## config.mk

```make
export PLATFORM = sky130hd
export DESIGN_NAME = smb_slave_target
export DESIGN_NICKNAME = d
export VERILOG_FILES = /design/src/rtl/smb_tgt_pkg.sv /design/src/rtl/smb_edge_detect.sv /design/src/rtl/smb_idle_timer.sv /design/src/rtl/smb_read_map.sv /design/src/rtl/smb_write_file.sv /design/src/rtl/smb_slave_target.sv
export SDC_FILE = /design/constraint.sdc
export NUM_CORES = 1
export LEC_CHECK = 0
export ABC_AREA = 0
export BUFFER_PORTS_ARGS = -buffer_cell sky130_fd_sc_hd__clkbuf_2
export CAP_MARGIN = 20
export CORE_MARGIN = 2
export CORE_UTILIZATION = 23
export CTS_BUF_LIST = sky130_fd_sc_hd__clkbuf_4 sky130_fd_sc_hd__clkbuf_8
export DETAILED_ROUTE_END_ITERATION = 10
export PLACE_DENSITY = 0.49
export SYNTH_ARGS = -nofsm -noshare
export SYNTH_HDL_FRONTEND = slang
export SYNTH_SLANG_ARGS = --single-unit
```

## constraint.sdc

```tcl
create_clock -name clk -period 1.9 [get_ports clk]
set_input_delay 0.19 -clock clk [delete_from_list [all_inputs] [get_ports clk]]
set_output_delay 0.19 -clock clk [all_outputs]
set_load 0.01 [all_outputs]
```

## src/rtl/smb_tgt_pkg.sv

```systemverilog
package smb_tgt_pkg;
  localparam int unsigned BYTE_W = 8;

  typedef logic [BYTE_W-1:0] byte_t;

  typedef enum logic [3:0] {
    ST_IDLE, ST_ADDR, ST_ACK_A, ST_CMD, ST_ACK_C,
    ST_WDATA, ST_ACK_D, ST_RDATA, ST_SKIP
  } link_st_e;

  typedef enum logic [1:0] {
    PWR_ON = 2'd0, PWR_HIB = 2'd1, PWR_OFF = 2'd2, PWR_UNK = 2'd3
  } pwr_e;

  typedef struct packed {
    logic start;
    logic stop;
    logic rise;
    logic fall;
  } bus_ev_t;
endpackage

```

## src/rtl/smb_edge_detect.sv

```systemverilog
module smb_edge_detect
  import smb_tgt_pkg::*;
(
  input  logic    clk,
  input  logic    rst_n,
  input  logic    scl_i,
  input  logic    sda_i,
  output bus_ev_t ev_o,
  output logic    both_high_o
);
  logic scl_q, sda_q;

  always_ff @(posedge clk or negedge rst_n) begin
    if (!rst_n) begin
      scl_q <= 1'b1;
      sda_q <= 1'b1;
    end else begin
      scl_q <= scl_i;
      sda_q <= sda_i;
    end
  end

  // SDA moving while SCL is high marks a frame boundary
  assign ev_o.start  = scl_i & scl_q & sda_q & ~sda_i;
  assign ev_o.stop   = scl_i & scl_q & ~sda_q & sda_i;
  assign ev_o.rise   = scl_i & ~scl_q;
  assign ev_o.fall   = ~scl_i & scl_q;
  assign both_high_o = scl_i & sda_i;
endmodule

```

## src/rtl/smb_idle_timer.sv

```systemverilog
module smb_idle_timer #(
  parameter int unsigned IDLE_CYC = 256
) (
  input  logic clk,
  input  logic rst_n,
  input  logic run_i,
  output logic expire_o
);
  localparam int unsigned CW = $clog2(IDLE_CYC + 1);
  localparam logic [CW-1:0] LAST = CW'(IDLE_CYC - 1);

  logic [CW-1:0] cnt_q;

  assign expire_o = run_i && (cnt_q == LAST);

  always_ff @(posedge clk or negedge rst_n) begin
    if (!rst_n)                  cnt_q <= '0;
    else if (!run_i || expire_o) cnt_q <= '0;
    else                         cnt_q <= cnt_q + 1'b1;
  end
endmodule

```

## src/rtl/smb_read_map.sv

```systemverilog
module smb_read_map
  import smb_tgt_pkg::*;
#(
  parameter int unsigned WDT_W    = 10,
  parameter int unsigned FIELD_W  = 6,
  parameter int unsigned RTC_N    = 7,
  parameter int unsigned RTC_BASE = 9
) (
  input  byte_t                   idx_i,
  input  logic [1:0]              pwr_i,
  input  logic [WDT_W-1:0]        wdt_i,
  input  logic                    intr_i,
  input  logic                    temp_i,
  input  logic                    dead_i,
  input  logic                    sec_to_i,
  input  logic                    alert_pin_i,
  input  logic                    alert_dis_i,
  input  byte_t                   mbox_a_i,
  input  byte_t                   mbox_b_i,
  input  byte_t                   wd_stat_i,
  input  logic [RTC_N-1:0][7:0]   rtc_i,
  output byte_t                   data_o
);
  localparam logic [WDT_W-1:0] SAT = WDT_W'((1 << FIELD_W) - 1);

  logic [FIELD_W-1:0] wdt_field;
  logic [2:0]         pcode;

  assign wdt_field = (wdt_i > SAT) ? SAT[FIELD_W-1:0] : wdt_i[FIELD_W-1:0];

  always_comb begin
    case (pwr_e'(pwr_i))
      PWR_HIB: pcode = 3'b100;
      PWR_OFF: pcode = 3'b101;
      default: pcode = 3'b000;
    endcase
  end

  always_comb begin
    data_o = '0;
    case (idx_i)
      8'h01: data_o = {5'b0, pcode};
      8'h03: data_o = BYTE_W'(wdt_field);
      8'h04: data_o = {alert_dis_i | alert_pin_i, 3'b000,
                       sec_to_i, dead_i, temp_i, intr_i};
      8'h06: data_o = mbox_a_i;
      8'h07: data_o = mbox_b_i;
      8'h08: data_o = wd_stat_i;
      default: data_o = '0;
    endcase
    for (int k = 0; k < RTC_N; k++) begin
      if (idx_i == 8'(RTC_BASE + k)) data_o = rtc_i[k];
    end
  end
endmodule

```

## src/rtl/smb_write_file.sv

```systemverilog
module smb_write_file
  import smb_tgt_pkg::*;
#(
  parameter int unsigned MSG_N    = 2,
  parameter int unsigned MSG_BASE = 4
) (
  input  logic                  clk,
  input  logic                  rst_n,
  input  logic                  we_i,
  input  byte_t                 sel_i,
  input  byte_t                 data_i,
  output byte_t                 cmd_o,
  output logic [MSG_N-1:0][7:0] msg_o
);
  always_ff @(posedge clk or negedge rst_n) begin
    if (!rst_n)                         cmd_o <= '0;
    else if (we_i && sel_i == 8'h00)    cmd_o <= data_i;
  end

  for (genvar g = 0; g < MSG_N; g++) begin : g_msg
    always_ff @(posedge clk or negedge rst_n) begin
      if (!rst_n)                                   msg_o[g] <= '0;
      else if (we_i && sel_i == 8'(MSG_BASE + g))   msg_o[g] <= data_i;
    end
  end
endmodule

```

## src/rtl/smb_slave_target.sv

```systemverilog
module smb_slave_target
  import smb_tgt_pkg::*;
#(
  parameter logic [6:0]  DEF_ADDR = 7'h44,
  parameter int unsigned WDT_W    = 10,
  parameter int unsigned IDLE_CYC = 256
) (
  input  logic             clk,
  input  logic             rst_n,
  input  logic             scl_i,
  input  logic             sda_i,
  output logic             sda_oe_o,
  input  logic             addr_ld_i,
  input  logic [6:0]       addr_val_i,
  input  logic [1:0]       pwr_state_i,
  input  logic [WDT_W-1:0] wdt_count_i,
  input  logic             intruder_i,
  input  logic             temp_evt_i,
  input  logic             cpu_dead_i,
  input  logic             second_to_i,
  input  logic             alert_pin_i,
  input  logic             alert_dis_i,
  input  logic [7:0]       mbox_a_i,
  input  logic [7:0]       mbox_b_i,
  input  logic [7:0]       wd_status_i,
  input  logic [6:0][7:0]  rtc_i,
  output logic [7:0]       host_cmd_o,
  output logic [7:0]       msg_byte0_o,
  output logic [7:0]       msg_byte1_o
);
  localparam int unsigned MSG_N = 2;
  localparam logic [3:0]  LAST_BIT = 4'd8;

  bus_ev_t   ev;
  logic      both_high, tmo;
  link_st_e  st_q;
  logic [3:0] bitcnt_q;
  byte_t     shreg_q, txreg_q, sel_q, snap_q, map_byte;
  logic [6:0] addr_q;
  logic      cmd_seen_q, second_q, oe_q;
  logic      wr_en;
  logic [MSG_N-1:0][7:0] msg_w;
  logic      quiet;

  smb_edge_detect u_edge (
    .clk(clk), .rst_n(rst_n), .scl_i(scl_i), .sda_i(sda_i),
    .ev_o(ev), .both_high_o(both_high)
  );

  smb_idle_timer #(.IDLE_CYC(IDLE_CYC)) u_tmo (
    .clk(clk), .rst_n(rst_n),
    .run_i(both_high && (st_q != ST_IDLE)), .expire_o(tmo)
  );

  smb_read_map #(.WDT_W(WDT_W)) u_map (
    .idx_i(shreg_q), .pwr_i(pwr_state_i), .wdt_i(wdt_count_i),
    .intr_i(intruder_i), .temp_i(temp_evt_i), .dead_i(cpu_dead_i),
    .sec_to_i(second_to_i), .alert_pin_i(alert_pin_i),
    .alert_dis_i(alert_dis_i), .mbox_a_i(mbox_a_i), .mbox_b_i(mbox_b_i),
    .wd_stat_i(wd_status_i), .rtc_i(rtc_i), .data_o(map_byte)
  );

  // no boundary or abort in this cycle: ordinary bit handling applies
  assign quiet = !tmo && !ev.stop && !ev.start;
  assign wr_en = quiet && ev.fall && (st_q == ST_WDATA) && (bitcnt_q == LAST_BIT);

  smb_write_file #(.MSG_N(MSG_N), .MSG_BASE(4)) u_wf (
    .clk(clk), .rst_n(rst_n), .we_i(wr_en), .sel_i(sel_q),
    .data_i(shreg_q), .cmd_o(host_cmd_o), .msg_o(msg_w)
  );

  assign msg_byte0_o = msg_w[0];
  assign msg_byte1_o = msg_w[1];
  assign sda_oe_o    = oe_q;

  always_ff @(posedge clk or negedge rst_n) begin
    if (!rst_n) addr_q <= DEF_ADDR;
    else if (addr_ld_i) addr_q <= addr_val_i;
  end

  always_ff @(posedge clk or negedge rst_n) begin
    if (!rst_n) begin
      st_q       <= ST_IDLE;
      bitcnt_q   <= '0;
      shreg_q    <= '0;
      txreg_q    <= '0;
      sel_q      <= '0;
      snap_q     <= '0;
      cmd_seen_q <= 1'b0;
      second_q   <= 1'b0;
      oe_q       <= 1'b0;
    end else if (tmo || ev.stop) begin
      st_q       <= ST_IDLE;
      oe_q       <= 1'b0;
      cmd_seen_q <= 1'b0;
    end else if (ev.start) begin
      st_q     <= ST_ADDR;
      bitcnt_q <= '0;
      oe_q     <= 1'b0;
      second_q <= cmd_seen_q;
    end else begin
      if (ev.rise) begin
        if (st_q inside {ST_ADDR, ST_CMD, ST_WDATA}) begin
          shreg_q  <= {shreg_q[6:0], sda_i};
          bitcnt_q <= bitcnt_q + 4'd1;
        end else if (st_q == ST_RDATA) begin
          bitcnt_q <= bitcnt_q + 4'd1;
        end
      end
      if (ev.fall) begin
        case (st_q)
          ST_ADDR: if (bitcnt_q == LAST_BIT) begin
            // direction bit shreg_q[0] deliberately unused for the decision
            if (shreg_q[7:1] == addr_q) begin
              st_q <= ST_ACK_A;
              oe_q <= 1'b1;
            end else begin
              st_q       <= ST_SKIP;
              cmd_seen_q <= 1'b0;
            end
          end
          ST_ACK_A: begin
            bitcnt_q <= '0;
            if (second_q) begin
              st_q    <= ST_RDATA;
              txreg_q <= snap_q;
              oe_q    <= ~snap_q[7];
            end else begin
              st_q <= ST_CMD;
              oe_q <= 1'b0;
            end
          end
          ST_CMD: if (bitcnt_q == LAST_BIT) begin
            sel_q      <= shreg_q;
            snap_q     <= map_byte;
            oe_q       <= 1'b1;
            st_q       <= ST_ACK_C;
            cmd_seen_q <= 1'b1;
          end
          ST_ACK_C: begin
            oe_q     <= 1'b0;
            bitcnt_q <= '0;
            st_q     <= ST_WDATA;
          end
          ST_WDATA: if (bitcnt_q == LAST_BIT) begin
            oe_q       <= 1'b1;
            st_q       <= ST_ACK_D;
            cmd_seen_q <= 1'b0;
          end
          ST_ACK_D: begin
            oe_q <= 1'b0;
            st_q <= ST_SKIP;
          end
          ST_RDATA: begin
            if (bitcnt_q == LAST_BIT) begin
              oe_q <= 1'b0;
              st_q <= ST_SKIP;
            end else begin
              txreg_q <= {txreg_q[6:0], 1'b0};
              oe_q    <= ~txreg_q[6];
            end
          end
          default: ;
        endcase
      end
    end
  end
endmodule

```

==> impl_metrics.env, run 1 <==
export IMPL_hold_depth=2
export IMPL_h_tree_depth=3
export IMPL_wl_microns=16400
export IMPL_drv_slew=0
export IMPL_status="complete, but fails checks"
export IMPL_clockBufferDepth=2
export IMPL_multiInputGateArea_sq_mm=0.00308
export IMPL_synth_edff_count=0
export IMPL_layout_cells_non_filler=1027
export IMPL_antenna_found_initial=0
export IMPL_portBuffers=134
export IMPL_routedWlPerCell_microns=16.0
export IMPL_hold_path_endpoint="addr_q[4]"
export IMPL_hp_class="primary input to flip-flop"
export IMPL_synth_top_area_share_pct=39.8
export IMPL_tightest_slew_ns=0.528
export IMPL_worst_slack_ns=-0.158
export IMPL_r2r_start="sel_q[7]"
export IMPL_worstPathRequired_ns=2.17
export IMPL_seq_area_sq_mm=0.00211
export IMPL_ir_drop_mv=0.446
export IMPL_syn_nets=643
export IMPL_ys_warn_count=0
export IMPL_setup_viol=31
export IMPL_hold_viol_final=0
export IMPL_overflow=0
export IMPL_cts_root_buf="clkbuf_8"
export IMPL_crit_path_end_kind="flip-flop"
export IMPL_finalCriticalPeriod_ns=2.06
export IMPL_layout_drive_gt1_share_pct=49.3
export IMPL_fillCellCount=2248
export IMPL_synth_top_cell_by_area="dfrtp_1"
export IMPL_power_density_mw_per_mm2=1110
export IMPL_clk_pin_slew_worst_paths_ns=0.09
export IMPL_cts_made_buffers=9
export IMPL_firstDrtPassIters=4
export IMPL_area_growth_pct=47.2
export IMPL_grt_max_degree=85
export IMPL_p_leak_uw=0.00352
export IMPL_synth_common_cells="80 x dfrtp_1, 65 x nand2_1, 29 x nor2_1"
export IMPL_crit_start="sel_q[7]"
export IMPL_cp_start_kind="flip-flop"
export IMPL_vias=4705
export IMPL_holdWs_ns=0.0381
export IMPL_hold_start="addr_val_i[4]"
export IMPL_routed_via_density=4.58
export IMPL_synth_area_leaders="dfrtp_1 40%, nand2_1 4.8%, mux2_4 4.2%"
export IMPL_io_pins=135
export IMPL_r2r_cells=6
export IMPL_dr_first_iter_drc_count=174
export IMPL_antenna_cells=0
export IMPL_tritoncts="yes"
export IMPL_worstPathMaxFanout=8
export IMPL_dieArea_sq_mm=0.0231
export IMPL_die_h_microns=152
export IMPL_postSynthAreaPerCell_sq_um=9.54
export IMPL_place_gp_congestion=0.826
export IMPL_synth_seq_cells=84
export IMPL_skew_ns=0.0109
export IMPL_detail_route_antenna_nets=0
export IMPL_core_rowCount=54
export IMPL_violations="setup timing"
export IMPL_rsz0062_at_grt="yes"
export IMPL_initial_core_util_pct=23.2
export IMPL_crit_type="flip-flop to flip-flop"
export IMPL_die_x_microns=152
export IMPL_finalNetCount=857
export IMPL_grt_use_total_pct=14.0
export IMPL_seq_area_frac_synth_pct=41.8
export IMPL_post_route_period_util_pct=108
export IMPL_cap_violations=0
export IMPL_yosysMostFrequentCell="dfrtp_1"
export IMPL_rr_endpoint="u_wf.msg_o[3]"
export IMPL_place_ws_ns=-0.183
export IMPL_slew_headroom_pct=64.8
export IMPL_rrSetupSlack_ns=-0.16
export IMPL_post_dp_cell_area_sq_mm=0.00669
export IMPL_synth_cell_area_sq_mm=0.00504
export IMPL_drc_errors=0
export IMPL_cts_num_sinks=84
export IMPL_dp_cells=995
export IMPL_finalInstanceArea_sq_mm=0.00741
export IMPL_clk_latency_ns=0.38
export IMPL_grt_pass1_wl_microns=25800
export IMPL_fmax_ghz=0.486
export IMPL_synth_cells=528
export IMPL_grt_pass1_vias=4900
export IMPL_synth_cell_types=70
export IMPL_synth_ff_type="dfrtp_1"
export IMPL_ys_async_sr_fraction_pct=100
export IMPL_place_hpwl_microns=12400
export IMPL_arrival_ns=2.33
export IMPL_coreArea_sq_mm=0.0217
[cell usage in the layout (no fill, tap or decap), types with 4 or more instances in the layout]
master,netlist,routed
a211oi_1,7,5
a21oi_1,25,23
a31oi_1,12,10
buf_4,0,85
buf_6,0,13
clkbuf_2,0,133
clkbuf_8,0,9
dfrtp_1,80,78
dfstp_2,4,4
inv_1,16,14
mux2_2,15,15
mux2_4,14,29
mux2i_1,17,17
nand2_1,65,54
nand2_2,0,11
nand2b_1,10,10
nand3_1,23,19
nor2_1,29,25
nor2_2,0,4
nor2b_1,13,13
nor3_1,7,6
o21ai_0,16,15
o21ai_1,21,15
o21ai_2,0,7
o22ai_1,7,5
xnor2_1,10,10
[state kept, by name (all words and copies together) (netlist names)]
register,flops
u_tmo.cnt_q,9
snap_q,8
sel_q,8
shreg_q,8
second_q,1
u_wf.cmd_o,8
u_wf.msg_o,16
sda_oe_o,1
st_q,4
cmd_seen_q,1
addr_q,7
u_edge.scl_q,1
txreg_q,7
u_edge.sda_q,1
bitcnt_q,4
[power breakdown]
part,switching [uW],internal (uW),leakage (uW),total [uW]
combinational,2320,2100,0.00227,4420
sequential,239,1950,0.00113,2190
clock,717,880,0.000120,1600
total,3270,4930,0.00352,8200
[worst max-delay path, cell delays in order, from the launching register on]
cell and delay, ns:
dfrtp_1 0.39, or4_4 0.54, nor4_4 0.23, buf_4 0.19
nand2_4 0.07, nor2_8 0.20, mux2_4 0.33
[final cells by class]
cell class                      instances  share of cell area [%]
Tap cell                              280                    4.73
Sequential cell                        84                    28.5
Multi-Input combinational cell        392                    41.5
Clock buffer                            9                    1.67
Clock inverter                          7                    1.62
Timing Repair Buffer                  238                    21.2
Inverter                               17                   0.861
[kinds of logic (layout without fill, tap and decap cells)]
logic type	Yosys count	count (layout)	share of synthesized area [%]
simple gates	182	182	19.4
compound gates	132	132	17.0
flops	84	84	41.8
mux	61	61	14.3
buf+inv	52	271	4.17
xor+xnor	12	12	2.09
fa+ha+maj	5	5	1.24
[per-stage QoR]
step                util (%)  setup TNS [ns]  power, uW
CTS                     32.4           -2.85       7800
finish                  34.2           -2.69       8200
detailed placement      30.8           -3.18       6070
global placement        30.8           -2.65       6090
floorplan                  -           -2.14       4330
global route            34.2           -5.36       8700
[repair_timing]
action / CTS / global route
hold buffers: 2 / 0
setup endpoints to repair: 46 / 62
buffers inserted: 3 / 10
hold endpoints to repair: 81 / 0
resized for setup: 14 / 64
pin swaps: 3 / 17
cloned: 0 / 1
[metal layers]
metal / share of wire (%) / GRT usage, % / vias up
met5: 0 / 0 / -
met4: 1.6 / 4.90 / 0
met3: 4.3 / 2.34 / 16
met2: 46 / 23.1 / 137
met1: 48 / 18.5 / 2213
li1: - / - / 2339
[how the worst max path moves through the flow]
stage | to | slack (ns) | cells past startpoint
2_1_floorplan | u_wf.msg_o[0] | -0.15 | 7
3_3_place_gp | u_wf.msg_o[1] | -0.17 | 8
3_5_place_dp | u_wf.msg_o[6] | -0.18 | 8
4_1_cts | u_wf.msg_o[6] | -0.15 | 6
5_1_grt | shreg_q[3] | -0.22 | 9
6_report | u_wf.msg_o[3] | -0.16 | 6
Note: power is estimated with default switching activity, not from simulation.
==> run 2, diff against run 1 <==
--- a/config.mk
+++ b/config.mk
@@ -8,7 +8,6 @@
 export ABC_AREA = 0
 export BUFFER_PORTS_ARGS = -buffer_cell sky130_fd_sc_hd__clkbuf_2
 export CAP_MARGIN = 20
-export CORE_MARGIN = 2
 export CORE_UTILIZATION = 23
 export CTS_BUF_LIST = sky130_fd_sc_hd__clkbuf_4 sky130_fd_sc_hd__clkbuf_8
 export DETAILED_ROUTE_END_ITERATION = 10
==> run 2 against run 1 <==
Non-clock buffer count decreased by 5. Final area shrank 2.1%. Sequential power is essentially flat. Highest routed layer unchanged. Register-to-register slack improved by 0.02 ns. First-iteration DRC count increased by 6.3%. Combinational power shrank 4.5%. Critical path depth up 3. Fmax increased by 0.85%. Utilization is essentially flat. Wire length increased by 0.41%. Power down 4.9%. The flow still finishes with violations (setup timing). Sequential cell count is the same.
==> impl_metrics.env, run 2 (synthesized netlist as in run 1, its figures left out) <==
export IMPL_status="complete, but fails checks"
export IMPL_violations="setup timing"
export IMPL_portBuffers=134
export IMPL_die_h_microns=150
export IMPL_antenna_cells=0
export IMPL_grt_pass1_vias=4716
export IMPL_reg_largest_list="u_wf.msg_o (16), u_tmo.cnt_q (9)"
export IMPL_mostFrequentLayoutCells="133 x clkbuf_2, 83 x buf_4, 77 x dfrtp_1"
export IMPL_area_growth_pct=44.1
export IMPL_finalPower_uw=7800
export IMPL_path_buf_inv=0
export IMPL_worstPathRequired_ns=2.17
export IMPL_crit_family="adder cells"
export IMPL_h_tree_depth=3
export IMPL_crit_path_end_kind="flip-flop"
export IMPL_overflow=0
export IMPL_finalNetCount=852
export IMPL_skew_ns=0.0207
export IMPL_routedWlPerCell_microns=16.2
export IMPL_place_gp_congestion=0.823
export IMPL_crit_start="u_tmo.cnt_q[1]"
export IMPL_die_x_microns=150
export IMPL_final_common_cell="clkbuf_2"
export IMPL_clk_pin_slew_worst_paths_ns=0.09
export IMPL_rsz0062_at_grt="yes"
export IMPL_top_register="u_wf.msg_o"
export IMPL_power_density_mw_per_mm2=1070
export IMPL_firstDrtPassIters=4
export IMPL_io_pins=135
export IMPL_cts_num_sinks=84
export IMPL_p_leak_uw=0.00345
export IMPL_fmax_ghz=0.490
export IMPL_cap_violations=0
export IMPL_ir_drop_mv=0.558
export IMPL_layout_drive_gt1_share_pct=47.6
export IMPL_path_cells="ha_2, nand3_2, nor3_2, ha_2, o41ai_4, a21boi_2, o21ai_2, nand4_4, mux2_4"
export IMPL_hold_viol_final=0
export IMPL_core_rowCount=53
export IMPL_coreArea_sq_mm=0.0212
export IMPL_vias=4720
export IMPL_tritoncts="yes"
export IMPL_post_route_period_util_pct=107
export IMPL_grt_use_total_pct=14.7
export IMPL_setup_viol=29
export IMPL_crit_type="flip-flop to flip-flop"
export IMPL_tightest_slew_ns=0.422
export IMPL_cts_made_buffers=9
export IMPL_place_hpwl_microns=12400
export IMPL_detail_route_antenna_nets=0
export IMPL_wl_microns=16500
export IMPL_routed_via_density=4.64
export IMPL_hold_start="addr_val_i[0]"
export IMPL_cp_slowest_cell="dfrtp_1"
export IMPL_clk_latency_ns=0.38
export IMPL_grt_max_degree=33
export IMPL_clockBufferDepth=2
export IMPL_drc_errors=0
export IMPL_worstPathMaxFanout=8
export IMPL_slew_headroom_pct=71.5
export IMPL_hp_class="primary input to flip-flop"
export IMPL_dieArea_sq_mm=0.0225
export IMPL_grt_pass1_wl_microns=25300
export IMPL_drv_slew=0
export IMPL_arrival_ns=2.31
export IMPL_finalCriticalPeriod_ns=2.04
export IMPL_initial_core_util_pct=23.7
export IMPL_holdWs_ns=0.0410
export IMPL_slowest_delay_ns=0.40
export IMPL_cp_start_kind="flip-flop"
export IMPL_cp_common_cell="ha_2"
export IMPL_largest_reg_flops=16
export IMPL_dr_first_iter_drc_count=185
export IMPL_final_util_pct=34.2
export IMPL_worst_slack_ns=-0.140
export IMPL_antenna_found_initial=0
export IMPL_r2r_start="u_tmo.cnt_q[1]"
export IMPL_cts_root_buf="clkbuf_8"
-- run 2: routing by layer --
layer  part of all wire [%]  track usage, %
met2                     47            23.7
met1                     46            19.4
met5                      0               0
met3                    5.4            2.90
met4                    1.7            5.61
-- run 2: final timing paths --
kind / end / slack [ns] / depth (start not counted)
hold reg to reg: sel_q[4] / 0.49 / 2
setup reg to reg: shreg_q[0] / -0.14 / 9
max in group asynchronous: shreg_q[1] / 1.04 / 3
min in group asynchronous: u_tmo.cnt_q[6] / 0.26 / 2
setup / recovery: shreg_q[0] / -0.14 / 9
hold / removal: addr_q[0] / 0.04 / 2
-- run 2: cell type report --
type / instances / area, sq um
fillers: 2206 / 14000
multi-input cells: 392 / 3000
flip-flops and latches: 84 / 2110
repair buffers: 233 / 1520
well taps: 275 / 344
clock buffers: 9 / 124
clock inverters: 7 / 87.6
inverters: 17 / 63.8
-- run 2: power breakdown --
part	internal, uW	total, uW	switching [uW]	leakage (uW)
clock	627	1370	746	0.0000988
combinational	1980	4220	2240	0.00223
sequential	1950	2210	251	0.00113
total	4560	7800	3240	0.00345
-- run 2: through the flow --
step	worst slack (ns)	setup TNS [ns]	area (sq um)	instances
4_1_cts	-0.133	-2.60	6930	1000
5_1_grt	-0.253	-5.90	7260	1017
2_1_floorplan	-0.155	-2.14	5110	528
3_5_place_dp	-0.114	-2.10	6580	976
6_report	-0.140	-2.52	7260	1017
3_3_place_gp	-0.109	-1.94	6580	976
-- run 2: timing repair --
item                                    in CTS  in global routing
cloned                                       0                  2
buffers inserted                             5                 16
hold buffers                                 3                  0
endpoints found under the setup margin      40                 55
resized for setup                           15                 52
pin swaps                                    4                 28
endpoints found under the hold margin       21                  0
